File: src/rtl/fpimm_pkg.sv
// Shared types and format constants for the split-immediate FP loader.
// Assumes IEEE single (8/23) and double (11/52) binary formats.
package fpimm_pkg;
    localparam int SP_W     = 32;
    localparam int DP_W     = 64;
    localparam int SP_FRAC  = 23;
    localparam int DP_FRAC  = 52;
    localparam int DP_EXP   = 11;
    localparam int FRAC_GAP = DP_FRAC - SP_FRAC;       // 29
    localparam int EXP_ADJ  = 1023 - 127;              // 896
    localparam int IMM_W    = 16;
    localparam int REG_AW   = 5;

    typedef enum logic [1:0] {
        OPK_NONE  = 2'd0,
        OPK_UPPER = 2'd1,
        OPK_LOWER = 2'd2,
        OPK_BAD   = 2'd3
    } op_kind_e;
endpackage

File: src/rtl/fpimm_decode.sv
// Instruction decoder: classifies the word and gathers the scattered
// immediate. Assumes bit 31 of instr is instruction bit 0 (MSB-first).
module fpimm_decode
    import fpimm_pkg::*;
#(
    parameter logic [5:0] PRIMARY_OP = 6'd22,
    parameter logic [4:0] XO_UPPER   = 5'b00011,
    parameter logic [4:0] XO_LOWER   = 5'b01011
) (
    input  logic              valid,
    input  logic [31:0]       instr,
    output op_kind_e          kind,
    output logic [REG_AW-1:0] target,
    output logic [IMM_W-1:0]  imm
);
    logic [5:0] prim;
    logic [4:0] ext;

    // Field extraction.
    always_comb begin
        prim   = instr[31:26];
        ext    = instr[5:1];
        target = instr[25:21];
        imm    = {instr[15:6], instr[20:16], instr[0]};
    end

    // Opcode classification.
    always_comb begin
        if (!valid)                  kind = OPK_NONE;
        else if (prim != PRIMARY_OP) kind = OPK_BAD;
        else if (ext == XO_UPPER)    kind = OPK_UPPER;
        else if (ext == XO_LOWER)    kind = OPK_LOWER;
        else                         kind = OPK_BAD;
    end
endmodule

File: src/rtl/fp_narrow.sv
// Double-to-single narrowing by truncation (no rounding). Tiny values become
// single denormals; values too large for single saturate to infinity.
module fp_narrow
    import fpimm_pkg::*;
(
    input  logic [DP_W-1:0] dp,
    output logic [SP_W-1:0] sp
);
    logic              sgn;
    logic [DP_EXP-1:0] e;
    logic [SP_FRAC-1:0] m;
    logic [DP_EXP-1:0] e_down;
    logic [DP_EXP-1:0] sh;
    logic [SP_FRAC:0]  mant;

    // Range selection and re-biasing.
    always_comb begin
        sgn    = dp[DP_W-1];
        e      = dp[DP_W-2 -: DP_EXP];
        m      = dp[DP_FRAC-1 -: SP_FRAC];
        e_down = e - DP_EXP'(EXP_ADJ);
        sh     = DP_EXP'(EXP_ADJ + 1) - e;
        mant   = {1'b1, m} >> sh;
        if (e == '0)
            sp = {sgn, 31'd0};
        else if (e == '1)
            sp = {sgn, 8'hFF, m};
        else if (e >= DP_EXP'(EXP_ADJ + 255))
            sp = {sgn, 8'hFF, 23'd0};
        else if (e > DP_EXP'(EXP_ADJ))
            sp = {sgn, e_down[7:0], m};
        else if (sh > DP_EXP'(SP_FRAC + 1))
            sp = {sgn, 31'd0};
        else
            sp = {sgn, 8'h00, mant[SP_FRAC-1:0]};
    end
endmodule

File: src/rtl/fp_widen.sv
// Exact single-to-double widening, including normalization of denormals.
module fp_widen
    import fpimm_pkg::*;
(
    input  logic [SP_W-1:0] sp,
    output logic [DP_W-1:0] dp
);
    logic               sgn;
    logic [7:0]         e;
    logic [SP_FRAC-1:0] f;
    logic [4:0]         lead;
    logic [DP_FRAC-1:0] dfrac;
    logic [DP_EXP-1:0]  dexp;

    // Leading-one search over the single fraction (for denormals).
    always_comb begin
        lead = '0;
        for (int i = 0; i < SP_FRAC; i++)
            if (f[i]) lead = i[4:0];
    end

    // Class selection and assembly of the double pattern.
    always_comb begin
        sgn   = sp[SP_W-1];
        e     = sp[30:23];
        f     = sp[SP_FRAC-1:0];
        dfrac = DP_FRAC'(f) << (6'd52 - 6'(lead));
        dexp  = DP_EXP'(lead) + DP_EXP'(EXP_ADJ - 22);
        if (e == 8'h00 && f == '0)
            dp = {sgn, 63'd0};
        else if (e == 8'hFF)
            dp = {sgn, 11'h7FF, f, {FRAC_GAP{1'b0}}};
        else if (e == 8'h00)
            dp = {sgn, dexp, dfrac};
        else
            dp = {sgn, DP_EXP'(e) + DP_EXP'(EXP_ADJ), f, {FRAC_GAP{1'b0}}};
    end
endmodule

File: src/rtl/fp_imm_load_unit.sv
// Split-immediate FP constant loader. Reads the target register
// combinationally, returns the registered write one cycle after the strobe,
// and forwards its own pending write to a back-to-back insert on the same
// register. Assumes the register file commits wr_data on the clock edge that
// ends the cycle in which wr_en is high.
module fp_imm_load_unit
    import fpimm_pkg::*;
#(
    parameter logic [5:0] PRIMARY_OP = 6'd22,
    parameter logic [4:0] XO_UPPER   = 5'b00011,
    parameter logic [4:0] XO_LOWER   = 5'b01011
) (
    input  logic              clk,
    input  logic              rst_n,
    input  logic              instr_valid,
    input  logic [31:0]       instr,
    output logic [REG_AW-1:0] rd_addr,
    input  logic [DP_W-1:0]   rd_data,
    output logic              wr_en,
    output logic [REG_AW-1:0] wr_addr,
    output logic [DP_W-1:0]   wr_data,
    output logic              illegal
);
    op_kind_e          kind;
    logic [REG_AW-1:0] target;
    logic [IMM_W-1:0]  imm;
    logic [DP_W-1:0]   src;
    logic [SP_W-1:0]   sp_old;
    logic [SP_W-1:0]   sp_new;
    logic [DP_W-1:0]   dp_new;
    logic              do_write;

    fpimm_decode #(
        .PRIMARY_OP(PRIMARY_OP),
        .XO_UPPER  (XO_UPPER),
        .XO_LOWER  (XO_LOWER)
    ) u_dec (
        .valid (instr_valid),
        .instr (instr),
        .kind  (kind),
        .target(target),
        .imm   (imm)
    );

    // Read address and forwarding of the write still in flight.
    always_comb begin
        rd_addr  = target;
        src      = (wr_en && wr_addr == target) ? wr_data : rd_data;
        do_write = (kind == OPK_UPPER) || (kind == OPK_LOWER);
    end

    fp_narrow u_narrow (.dp(src), .sp(sp_old));

    // Single-precision pattern for either instruction form.
    always_comb begin
        if (kind == OPK_LOWER) sp_new = {sp_old[SP_W-1:IMM_W], imm};
        else                   sp_new = {imm, {IMM_W{1'b0}}};
    end

    fp_widen u_widen (.sp(sp_new), .dp(dp_new));

    // Registered write-back and illegal pulse.
    always_ff @(posedge clk) begin
        if (!rst_n) begin
            wr_en   <= 1'b0;
            illegal <= 1'b0;
            wr_addr <= '0;
            wr_data <= '0;
        end else begin
            wr_en   <= do_write;
            illegal <= (kind == OPK_BAD);
            if (do_write) begin
                wr_addr <= target;
                wr_data <= dp_new;
            end
        end
    end
endmodule

File: config.mk
export PLATFORM = sky130hd
export DESIGN_NAME = fp_imm_load_unit
export DESIGN_NICKNAME = d
export VERILOG_FILES = /design/src/rtl/fpimm_pkg.sv /design/src/rtl/fpimm_decode.sv /design/src/rtl/fp_narrow.sv /design/src/rtl/fp_widen.sv /design/src/rtl/fp_imm_load_unit.sv
export SDC_FILE = /design/constraint.sdc
export NUM_CORES = 1
export LEC_CHECK = 0
export ABC_AREA = 1
export BUFFER_PORTS_ARGS = -buffer_cell sky130_fd_sc_hd__buf_4
export CORE_UTILIZATION = 30
export CTS_CLUSTER_SIZE = 40
export DETAILED_ROUTE_END_ITERATION = 16
export PLACE_DENSITY = 0.54
export REMOVE_ABC_BUFFERS = 1
export SLEW_MARGIN = 20
export SYNTH_ARGS = -nofsm -noshare
export SYNTH_HDL_FRONTEND = slang
export SYNTH_HIERARCHICAL = 1
export SYNTH_SLANG_ARGS = --single-unit
File: constraint.sdc
create_clock -name clk -period 7.7 [get_ports clk]
set_input_delay 0.77 -clock clk [delete_from_list [all_inputs] [get_ports clk]]
set_output_delay 0.77 -clock clk [all_outputs]
set_load 0.02 [all_outputs]
==> qor.txt <==
Setup TNS: 0 ns
Leading cell type in the layout, fill and taps excluded: nand2_1
Critical path buffer and inverter count: 8
Fmax: 167 MHz
Row cnt: 55
Final Hold Viols: 0
Status: finished clean
Rel. slew slack: 54.3%
First-pass GRT wire length: 39900 microns
Final Critical Period: 5.98 ns
Final total power: 0.00153 W
Crit path launch type: input pin
Final setup viols: 0
Post-Syn Area: 7090 sq um
MaxCap Viol Count: 0
Worst slack, placed: 1.51 ns
Placed cells: 1582
Syn Area/Cell: 5.74 sq um
Top cell by count, worst path: nand2_1
CTS resizes: 0
DP HPWL: 18800 microns
Congestion Overflow GR: 0
PnR worst setup slack: 1.72 ns
Post-synthesis cell count: 1235
Slew Limit Fails: 0
Crit path max fanout: 29
Die height: 156 microns
Fin crit share: 77.6%
CP max stage delay: 0.45 ns
Hold_buf cts: 0
CP required: 7.93 ns
Core ar.: 22900 sq um
Worst Max-Slew Pin Slew: 0.686 ns
Area growth syn-to-layout: 14.7%
Setup bufs post-CTS: 0
Critical path endpoint category: flop
Crit path kind: in -> reg
Maximum VDD drop: 0.0961 mV
Clock Skew: 0.0179 ns
Sink Count: 71
Hold Path Class: reg -> reg
DRC: 0
Routed WL: 25300 microns
Clock Latency Late Sink: 0.36 ns
Drt via density: 5.00
Bufs on Longest Clock Path: 2
Critical-path top delay cell: o21ai_2
Leak pwr: 4.07 nW
Storage element area: 1420 sq um
Initial Utilization: 31.0%
Most frequent cells in the layout: 314 x nand2_1, 195 x nor2_1, 169 x nand3_1, 150 x buf_4, 93 x o21ai_0
TritonCTS clock tree: done
Fillers: 2620
Synth warn: 6
CP Data Arrival Time: 6.21 ns
Placer Congestion: 0.912
Initial drt markers: 827
CP top delay family: simple AND/OR/NAND/NOR gates
# nets final: 1385
Die W: 156 microns
Area of the multi-input gates: 4500 sq um
Total die area: 24300 sq um
Io pins: 175
Per-cell routed wire length: 15.9 microns
Cell Area, Placed: 7850 sq um
RSZ-0062 raised after global routing: no
Routed Antenna Nets: 0
Initial antenna violation count: 0
Drt first pass iters: 6
CTS Root Cell: clkbuf_16
Number of buffers created by CTS: 9
Vias: 7985
GRT Overall Usage: 21.0%
Largest net degree at the start of global routing: 74
Clk slew on worst S/H paths: 0.06 ns
Number of global-route vias before repair: 7355
Ant diodes: 0
Non-Filler Instances: 1598
Htree depth: 3
Design area: 8140 sq um
Port bufs: 129
PD cells: 188 nW/um^2
Layout cells sized above 1: 17.8%
worst min-delay path, cell delays in order, from the launching register on:
cell and delay [ns]:
dfxtp_1 0.32, nor2_1 0.05, nor2_1 0.08
registers in the layout, summed over array words and instances (netlist names):
signal	flops
illegal	1
wr_data	64
wr_en	1
wr_addr	5
path summary, 6_finish.rpt:
path | startpoint | to | slack (ns) | cells after the start
worst min register to register | wr_data[2] | wr_data[2] | 0.48 | 2
worst max register to register | wr_addr[1] | wr_data[46] | 1.87 | 42
worst max-delay path | instr[22] | wr_data[46] | 1.72 | 42
worst min-delay path | wr_data[2] | wr_data[2] | 0.48 | 2
area by class of cell:
type / instances / share of cell area (%)
timing repair buffer: 151 / 14.1
clock inverter: 6 / 0.538
clock buffer: 10 / 2.94
sequential: 71 / 17.5
tap: 313 / 4.81
inverter: 104 / 4.83
multi-input combinational: 943 / 55.3
layer usage:
layer / GRT usage (%) / share of wire (%) / up-vias
met5: 0 / 0 / -
met2: 32.0 / 43 / 334
met1: 30.1 / 48 / 3560
met3: 3.03 / 7.2 / 34
li1: - / - / 4057
met4: 7.00 / 2.1 / 0
where the power goes:
group	internal (W)	leakage, nW	switching, W	total, W
Combinational	0.000225	3.35	0.000467	0.000692
Clock	0.000228	0.139	0.000184	0.000412
Sequential	0.000402	0.588	0.0000236	0.000425
Total	0.000855	4.07	0.000675	0.00153
stage by stage:
step / hold WS (ns) / util (%)
3_5_place_dp: 0.473 / 34.3
6_report: 0.481 / 35.5
5_1_grt: 0.512 / 35.5
4_1_cts: 0.487 / 35.5
3_3_place_gp: 0.464 / 34.3
2_1_floorplan: 0.557 / -
Power figures use the tool's default switching activity.
